--- src/rtl/mac_irq_pkg.sv ---
package mac_irq_pkg;

    localparam int unsigned N_ERR      = 4;
    localparam int unsigned STS_RX     = 0;
    localparam int unsigned STS_TX     = 1;
    localparam int unsigned STS_MGMT   = 2;
    localparam int unsigned STS_ERR_LO = 3;
    localparam int unsigned STS_W      = STS_ERR_LO + N_ERR;
    localparam int unsigned POLL_BIT   = 8;

    localparam int unsigned EN_RX  = 0;
    localparam int unsigned EN_TX  = 1;
    localparam int unsigned EN_ERR = 2;
    localparam int unsigned EN_W   = 3;

    localparam int unsigned A_ID   = 0;
    localparam int unsigned A_STS  = 1;
    localparam int unsigned A_EN   = 2;
    localparam int unsigned A_CNT  = 3;

    typedef struct packed {
        logic [EN_W-1:0] en;
        logic            poll;
        logic            irq;
    } ctl_t;

endpackage

--- src/rtl/irq_evt_counter.sv ---
module irq_evt_counter #(
    parameter int unsigned CNT_W = 8
) (
    input  logic             clk_i,
    input  logic             rst_ni,
    input  logic             evt_i,
    output logic [CNT_W-1:0] cnt_o,
    output logic             wrap_o
);
    logic [CNT_W-1:0] cnt_d, cnt_q;

    always_comb begin
        cnt_d  = cnt_q;
        wrap_o = 1'b0;
        if (evt_i) begin
            cnt_d  = cnt_q + CNT_W'(1);
            wrap_o = (cnt_q == {CNT_W{1'b1}});
        end
    end

    always_ff @(posedge clk_i or negedge rst_ni) begin
        if (!rst_ni) cnt_q <= '0;
        else         cnt_q <= cnt_d;
    end

    assign cnt_o = cnt_q;
endmodule

--- src/rtl/irq_status_bits.sv ---
module irq_status_bits #(
    parameter int unsigned N = 7
) (
    input  logic         clk_i,
    input  logic         rst_ni,
    input  logic [N-1:0] set_i,
    input  logic [N-1:0] clr_i,
    output logic [N-1:0] sts_o
);
    logic [N-1:0] sts_d, sts_q;

    // set wins over a clear in the same cycle
    always_comb begin
        sts_d = (sts_q & ~clr_i) | set_i;
    end

    always_ff @(posedge clk_i or negedge rst_ni) begin
        if (!rst_ni) sts_q <= '0;
        else         sts_q <= sts_d;
    end

    assign sts_o = sts_q;
endmodule

--- src/rtl/mac_irq_unit.sv ---
module mac_irq_unit
    import mac_irq_pkg::*;
#(
    parameter int unsigned       ADDR_W   = 3,
    parameter int unsigned       DATA_W   = 32,
    parameter int unsigned       CNT_W    = 8,
    parameter logic [DATA_W-1:0] ID_VALUE = 'h0007fd02
) (
    input  logic              clk_i,
    input  logic              rst_ni,
    input  logic              rx_evt_i,
    input  logic              tx_evt_i,
    input  logic              mgmt_evt_i,
    input  logic [N_ERR-1:0]  err_evt_i,
    input  logic              wr_en_i,
    input  logic [ADDR_W-1:0] addr_i,
    input  logic [DATA_W-1:0] wdata_i,
    output logic [DATA_W-1:0] rdata_o,
    output logic              irq_o,
    output logic              tx_poll_o
);
    localparam int unsigned CNT_ALL_W = N_ERR * CNT_W;

    logic [CNT_ALL_W-1:0] cnt_all;
    logic [N_ERR-1:0]     err_wrap;
    logic [STS_W-1:0]     sts_set, sts_clr, sts_q;
    logic [STS_W-1:0]     irq_mask;
    logic                 wr_sts;
    ctl_t                 ctl_d, ctl_q;
    logic                 unused_wdata;

    assign unused_wdata = ^wdata_i;

    for (genvar g = 0; g < N_ERR; g++) begin : g_cnt
        irq_evt_counter #(.CNT_W(CNT_W)) cnt_i (
            .clk_i  (clk_i),
            .rst_ni (rst_ni),
            .evt_i  (err_evt_i[g]),
            .cnt_o  (cnt_all[g*CNT_W +: CNT_W]),
            .wrap_o (err_wrap[g])
        );
    end

    assign wr_sts  = wr_en_i && (addr_i == ADDR_W'(A_STS));
    assign sts_set = {err_wrap, mgmt_evt_i, tx_evt_i, rx_evt_i};
    assign sts_clr = wr_sts ? wdata_i[STS_W-1:0] : '0;

    irq_status_bits #(.N(STS_W)) sts_i (
        .clk_i  (clk_i),
        .rst_ni (rst_ni),
        .set_i  (sts_set),
        .clr_i  (sts_clr),
        .sts_o  (sts_q)
    );

    always_comb begin
        irq_mask                       = '0;
        irq_mask[STS_RX]               = ctl_q.en[EN_RX];
        irq_mask[STS_TX]               = ctl_q.en[EN_TX];
        irq_mask[STS_ERR_LO +: N_ERR]  = {N_ERR{ctl_q.en[EN_ERR]}};
    end

    always_comb begin
        ctl_d      = ctl_q;
        ctl_d.poll = 1'b0;
        if (wr_en_i && (addr_i == ADDR_W'(A_EN))) begin
            ctl_d.en = wdata_i[EN_W-1:0];
        end
        if (wr_sts) begin
            ctl_d.poll = wdata_i[POLL_BIT];
        end
        ctl_d.irq = |(sts_q & irq_mask);
    end

    always_ff @(posedge clk_i or negedge rst_ni) begin
        if (!rst_ni) ctl_q <= '0;
        else         ctl_q <= ctl_d;
    end

    always_comb begin
        rdata_o = '0;
        case (addr_i)
            ADDR_W'(A_ID):  rdata_o = ID_VALUE;
            ADDR_W'(A_STS): rdata_o[STS_W-1:0] = sts_q;
            ADDR_W'(A_EN):  rdata_o[EN_W-1:0] = ctl_q.en;
            ADDR_W'(A_CNT): rdata_o[CNT_ALL_W-1:0] = cnt_all;
            default:        rdata_o = '0;
        endcase
    end

    assign irq_o     = ctl_q.irq;
    assign tx_poll_o = ctl_q.poll;
endmodule

--- config.mk ---
export PLATFORM = sky130hd
export DESIGN_NAME = mac_irq_unit
export DESIGN_NICKNAME = d
export VERILOG_FILES = /design/src/rtl/mac_irq_pkg.sv /design/src/rtl/irq_evt_counter.sv /design/src/rtl/irq_status_bits.sv /design/src/rtl/mac_irq_unit.sv
export SDC_FILE = /design/constraint.sdc
export NUM_CORES = 1
export LEC_CHECK = 0
export CORE_ASPECT_RATIO = 1.25
export CORE_MARGIN = 1
export CORE_UTILIZATION = 56
export CTS_CLUSTER_SIZE = 12
export DETAILED_ROUTE_END_ITERATION = 8
export DONT_BUFFER_PORTS = 1
export PLACE_DENSITY_LB_ADDON = 0.2
export SYNTH_ARGS = -nofsm -noshare
export SYNTH_HDL_FRONTEND = slang
export SYNTH_SLANG_ARGS = --single-unit
--- constraint.sdc ---
create_clock -name clk_i -period 1.15 [get_ports clk_i]
set_clock_uncertainty 0.05 [all_clocks]
set_input_delay 0.1725 -clock clk_i [delete_from_list [all_inputs] [get_ports clk_i]]
set_output_delay 0.1725 -clock clk_i [all_outputs]
set_load 0.01 [all_outputs]
-- Word level (Yosys, flattened, before mapping)
Cells that the tools add are included.
- reduce and logical (&&, ||, !) cells: 4
- equal/unequal tests: 7
- mux-type cells: 9
- bitwise logic cells: 4
- add/subtract/negate cells: 4
- operators by type and width (cell ; count):
    25-bit one-hot mux with 2 select lines ; 1
    8-bit by 1-bit adder with 8-bit output, second input constant ; 4
    8-bit equality test, second input constant ; 4
    7-bit AND ; 2
    3-bit one-hot mux with 4 select lines ; 1
    4-bit one-hot mux with 2 select lines ; 1
    7-bit two-way mux ; 1
    7-bit NOT ; 1
    7-bit OR ; 1
    7-bit OR reduction ; 1
    3-bit by 2-bit equality test with 1-bit output, second input constant ; 2
    1-bit two-way mux ; 5
    3-bit by 1-bit equality test with 1-bit output, second input constant ; 1
    3-bit zero test ; 1
    1-bit logical AND ; 2
- input bits: 45
- output and inout bits: 34
- register bits: 44

-- Longest topological paths before layout
- depth in word-level cells: 6
- mapped depth: 5
- gate-level depth less buffers: 4

-- By module
Synthesis repeated with hierarchy kept, for this count alone.
- cell total of the unflattened synthesis: 216
- area total of the unflattened synthesis: 2319.7 um^2
- by module, submodules not included (module ; area an instance (um^2) ; instances ; cells an instance):
    irq_evt_counter ; 341.6 ; 4 ; 28
    mac_irq_unit ; 699.4 ; 1 ; 83
    irq_status_bits ; 254.0 ; 1 ; 21

-- Least setup slack after synthesis
Ideal clock, no wire load.
- path kind: flip-flop to flip-flop
- start point: register g_cnt[1].cnt_i.cnt_q[0]
- end point: register sts_i.sts_q[4], in the netlist sts_i.sts_o[4]
- data required time: 0.978 ns
- setup slack: -0.076 ns
- period minus slack after synthesis: 1.226 ns
- arrival time: 1.055 ns
- setup time: 0.122 ns
- stages on the path, launching flop included: 4
- cells stage by stage: dfrtp_1 -> ha_1 -> and4_1 -> a32o_1
- word-level cells in the longest chain between the ends: 3
- ends and longest elaborated chain (what ; line ; text):
    from (decl) ; irq_evt_counter.sv:10 ; logic [CNT_W-1:0] cnt_d, cnt_q;
    from (signal assigned) ; irq_evt_counter.sv:23 ; else cnt_q <= cnt_d;
    8-bit equality test ; irq_evt_counter.sv:17 ; wrap_o = (cnt_q == {CNT_W{1'b1}});
    1-bit two-way mux ; irq_evt_counter.sv:15 ; if (evt_i) begin
    7-bit OR ; irq_status_bits.sv:14 ; sts_d = (sts_q & ~clr_i) | set_i;
    named net sts_i.sts_d[4] ; irq_status_bits.sv:10 ; logic [N-1:0] sts_d, sts_q;
    to (signal assigned) ; irq_status_bits.sv:19 ; else sts_q <= sts_d;
    to (decl) ; irq_status_bits.sv:10 ;
The timed path passes the listed nets, and every way through them passes these cells.
A chain may end at the register's enable or synchronous reset.

-- Final worst setup path
- start point: register ctl_q[3] (netlist name)
- end point: output rdata_o[1]
- word-level cells in the longest chain between the ends: 1
- ends and longest elaborated chain (what ; line ; text):
    from (decl) ; mac_irq_unit.sv:29 ; ctl_t ctl_d, ctl_q;
    from (signal assigned) ; mac_irq_unit.sv:77 ; else ctl_q <= ctl_d;
    3-bit one-hot mux with 4 select lines ; mac_irq_unit.sv:82 ; case (addr_i)
    to (decl) ; mac_irq_unit.sv:18 ; output logic [DATA_W-1:0] rdata_o,
Every way passes these cells.

==> flow_summary_export.csv <==
group,metric,value,unit
power_and_ir_drop,power_frac_comb,41.8,%
synthesis,synth.avg_cell_area,10.55,um2
synthesis,synth-edff-count,0,
worst_setup_path,slowest_stage,"dfrtp_1",
run_status,failed_checks,"design-rule violations, negative hold slack, negative setup slack",
synthesis,ys.flop_type,"dfrtp_1",
synthesis,netlist_area,2185,um2
synthesis,yosysUniqueCellTypes,34,
grt,antenna_found_initial,0,
power_and_ir_drop,p_int,0.004319,W
synthesis,synth_top_family_by_area,"simple AND/OR/NAND/NOR gates",
route,num_vias,1806,
timing,max_clock_freq,650.7,MHz
placement,io_buffers,0,
cells_and_area,nNetsFinal,320,
synthesis,async_flop_share,100.0,%
power_and_ir_drop,leakage,1.415,nW
placement,gp_congestion,0.8547,
synthesis,synth_mux_area_share,6.930,%
floorplanning,start_util,58.20,%
floorplanning,die_area,4156,um2
route,drc,6,
power_and_ir_drop,pwr-share-seq,40.3,%
floorplanning,rows,25,
power_and_ir_drop,power_density,2047,nW/um2
clocking,holdBufCountCts,11,
route,wl,5906,um
route,wl_per_cell,18.93,um
grt,grt_use_total,27.45,%
synthesis,syn_inst,207,
run_status,status,"complete, but fails checks",
worst_setup_path,worst_setup_path_end_kind,"primary output",
grt,grt_pass1_wl,8556,um
power_and_ir_drop,p_sw_share,33.45,%
worst_setup_path,slowest_delay,0.38,ns
timing,worstMarginPinSlew,0.4695,ns
timing,finalCritPeriodShare,133.6,%
route,dr.pass1.iters,6,
clocking,clk_pin_slew,0.08,ns
floorplanning,design.core.area,3754,um2
grt,grt_pass1_vias,1796,
grt,grt_overflow,0,
cells_and_area,antenna_cells,0,
power_and_ir_drop,switching_power,0.002170,W
timing,slew_headroom,68.70,%
cells_and_area,design_area,3169,um2
power_and_ir_drop,p_clk_share,17.9,%
worst_setup_path,critPathMaxFanout,2,
clocking,clock_latency,0.29,ns
power_and_ir_drop,p_total,0.006489,W
synthesis,yosysSeqAreaShare,50.40,%
synthesis,synth-xor-area-share,11.23,%
worst_setup_path,worstPathCellList,"mux2i_2, a221oi_2, buf_4",
route,final_antenna_net_count,0,
clocking,numCtsBuffers,5,
timing,fin_crit,1.537,ns
synthesis,yosysWarnings,0,
route,drt_iter0_markers,135,
route,vias_per_cell,5.788,
power_and_ir_drop,irDropWorstVdd,1278,uV
worst_hold_path,hold_path_class,"in2async",
clocking,cts_htree_levels,2,
timing,drv_slew,0,
synthesis,synth.net_count,256,
floorplanning,die_x,57.87,um
clocking,cts_root_buf,"clkbuf_8",
worst_setup_path,path_buf_inv,1,
timing,final_hold_viol_count,44,
timing,setup_viol,30,
timing,whs,-0.4883,ns
worst_setup_path,crit_type,"reg2out",
placement,hpwl,3250,um
worst_setup_path,arrival,1.31,ns
cells_and_area,syn_to_final_growth,45.07,%
worst_setup_path,worst_path_dominant_cell_family,"flip-flops",
worst_setup_path,start_kind,"register",
floorplanning,pin_count,79,
synthesis,yosys_register_bits,44,
synthesis,yosys.area_share.simple,20.16,%
clocking,cts_tree,"built",
clocking,clockBufferDepth,2,
grt,grt_max_degree,45,
worst_setup_path,required,0.93,ns
placement,place_area,2347,um2
clocking,cts_sinks,44,
synthesis,synth_compound_area_share,6.758,%
timing,rsz0062_at_grt,"true",
synthesis,synth_adder_area_share,2.291,%
floorplanning,die_y,71.83,um
timing,setup_ws,-0.3868,ns
job,cap_violations,0,
cells_and_area,final_layout_size_suffix_gt1_share,44.85,%
timing,tns,-2.984,ns
## placed cells by master (no fill, tap or decap), types with 2 or more instances in the layout
master	netlist	layout
a32o_1	2	2
mux2_1	3	3
a21oi_4	0	7
and2_4	0	6
dlygate4sd3_1	0	11
a21oi_2	0	3
buf_6	1	13
xor2_1	13	13
dfrtp_2	0	3
dfrtp_1	44	41
mux2i_1	5	2
nand3_1	3	2
a21o_1	2	2
xnor2_1	15	14
clkbuf_8	0	5
a22oi_2	0	2
nand2_4	0	5
nand2_2	0	3
buf_4	2	40
nor2_1	13	7
and2_1	17	11
nor2_2	0	6
mux2i_2	0	2
nand4_1	9	9
mux2_4	0	3
nand2_1	31	23
and3_4	0	3
ha_2	0	3
mux2_2	6	3
nor3_2	0	3
## power by group through the flow
stage | sequential [W] | combinational [W] | clock (W)
after floorplan | 0.00254 | 0.000962 | 0
after global placement | 0.00257 | 0.00142 | 0
after detailed placement | 0.00263 | 0.00150 | 0
after CTS | 0.00256 | 0.00214 | 0.00116
after global routing | 0.00267 | 0.00291 | 0.00123
final | 0.00261 | 0.00271 | 0.00116
## through the flow
step	setup WS, ns	cells	hold WS, ns	util (%)
finish	-0.3868	312	-0.4883	84.43
detailed placement	-0.09710	259	-0.1721	62.53
CTS	-0.2542	295	-0.4939	76.67
global placement	-0.06253	259	-0.1721	62.53
floorplan	-0.01080	207	-0.1731	-
global route	-0.3822	312	-0.5004	84.43
## synth_stat cells, types with 2 or more instances
cell | n | area (um2)
a21o_1 | 2 | 15.01
a21oi_1 | 11 | 55.05
a22oi_1 | 3 | 22.52
a32o_1 | 2 | 20.02
and2_1 | 17 | 106.4
and3_1 | 3 | 18.77
buf_2 | 3 | 15.01
buf_4 | 2 | 15.01
dfrtp_1 | 44 | 1101
ha_1 | 4 | 50.05
mux2_1 | 3 | 33.78
mux2_2 | 6 | 67.56
mux2i_1 | 5 | 50.05
nand2_1 | 31 | 116.4
nand3_1 | 3 | 15.01
nand4_1 | 9 | 56.30
nor2_1 | 13 | 48.80
nor3_1 | 3 | 15.01
or2_1 | 2 | 12.51
xnor2_1 | 15 | 131.4
xor2_1 | 13 | 113.9
## cell type report
type	count	area [um2]
clock buffers	6	72.57
clock inverters	2	35.03
fillers	194	584.3
inverters	1	3.754
multi-input cells	155	1346
flip-flops and latches	44	1105
well taps	40	50.05
repair buffers	64	556.8
## sequential cells by signal, indices dropped and copies added (netlist names)
| name | flops |
|---|---|
| g_cnt.cnt_i.cnt_o | 32 |
| irq_o | 1 |
| tx_poll_o | 1 |
| ctl_q | 3 |
| sts_i.sts_o | 7 |
## routing by layer
layer,GRT usage (%),up-vias,wire (um)
met5,0,-,0
met4,8.466,0,153
met3,7.040,15,308
met2,50.83,58,3329
met1,30.19,898,2115
li1,-,835,-
## path summary, 6_finish.rpt
kind,cells after the start,slack [ns],from,endpoint
max in group asynchronous,0,1.45,rst_ni,g_cnt[2].cnt_i.cnt_o[3]
min reg2reg,1,0.44,g_cnt[3].cnt_i.cnt_o[7],g_cnt[3].cnt_i.cnt_o[7]
min in group clk_i,2,0,err_evt_i[0],g_cnt[0].cnt_i.cnt_o[3]
max,3,-0.39,ctl_q[3],rdata_o[1]
max reg2reg,6,-0.27,g_cnt[0].cnt_i.cnt_o[1],g_cnt[0].cnt_i.cnt_o[6]
min,0,-0.49,rst_ni,g_cnt[3].cnt_i.cnt_o[4]
## repair_timing
action	4_1_cts	5_1_grt
buffers inserted	17	17
pin swaps	24	17
resized for setup	47	37
setup endpoints to repair	30	48
endpoints found under the hold margin	64	44
## cell families after synthesis
logic type      count (synthesis)
simple gates                   87
buf+inv                         8
xor+xnor                       28
fa+ha+maj                       4
flops                          44
mux                            14
compound gates                 22
Note: power is estimated with default switching activity, not from simulation.
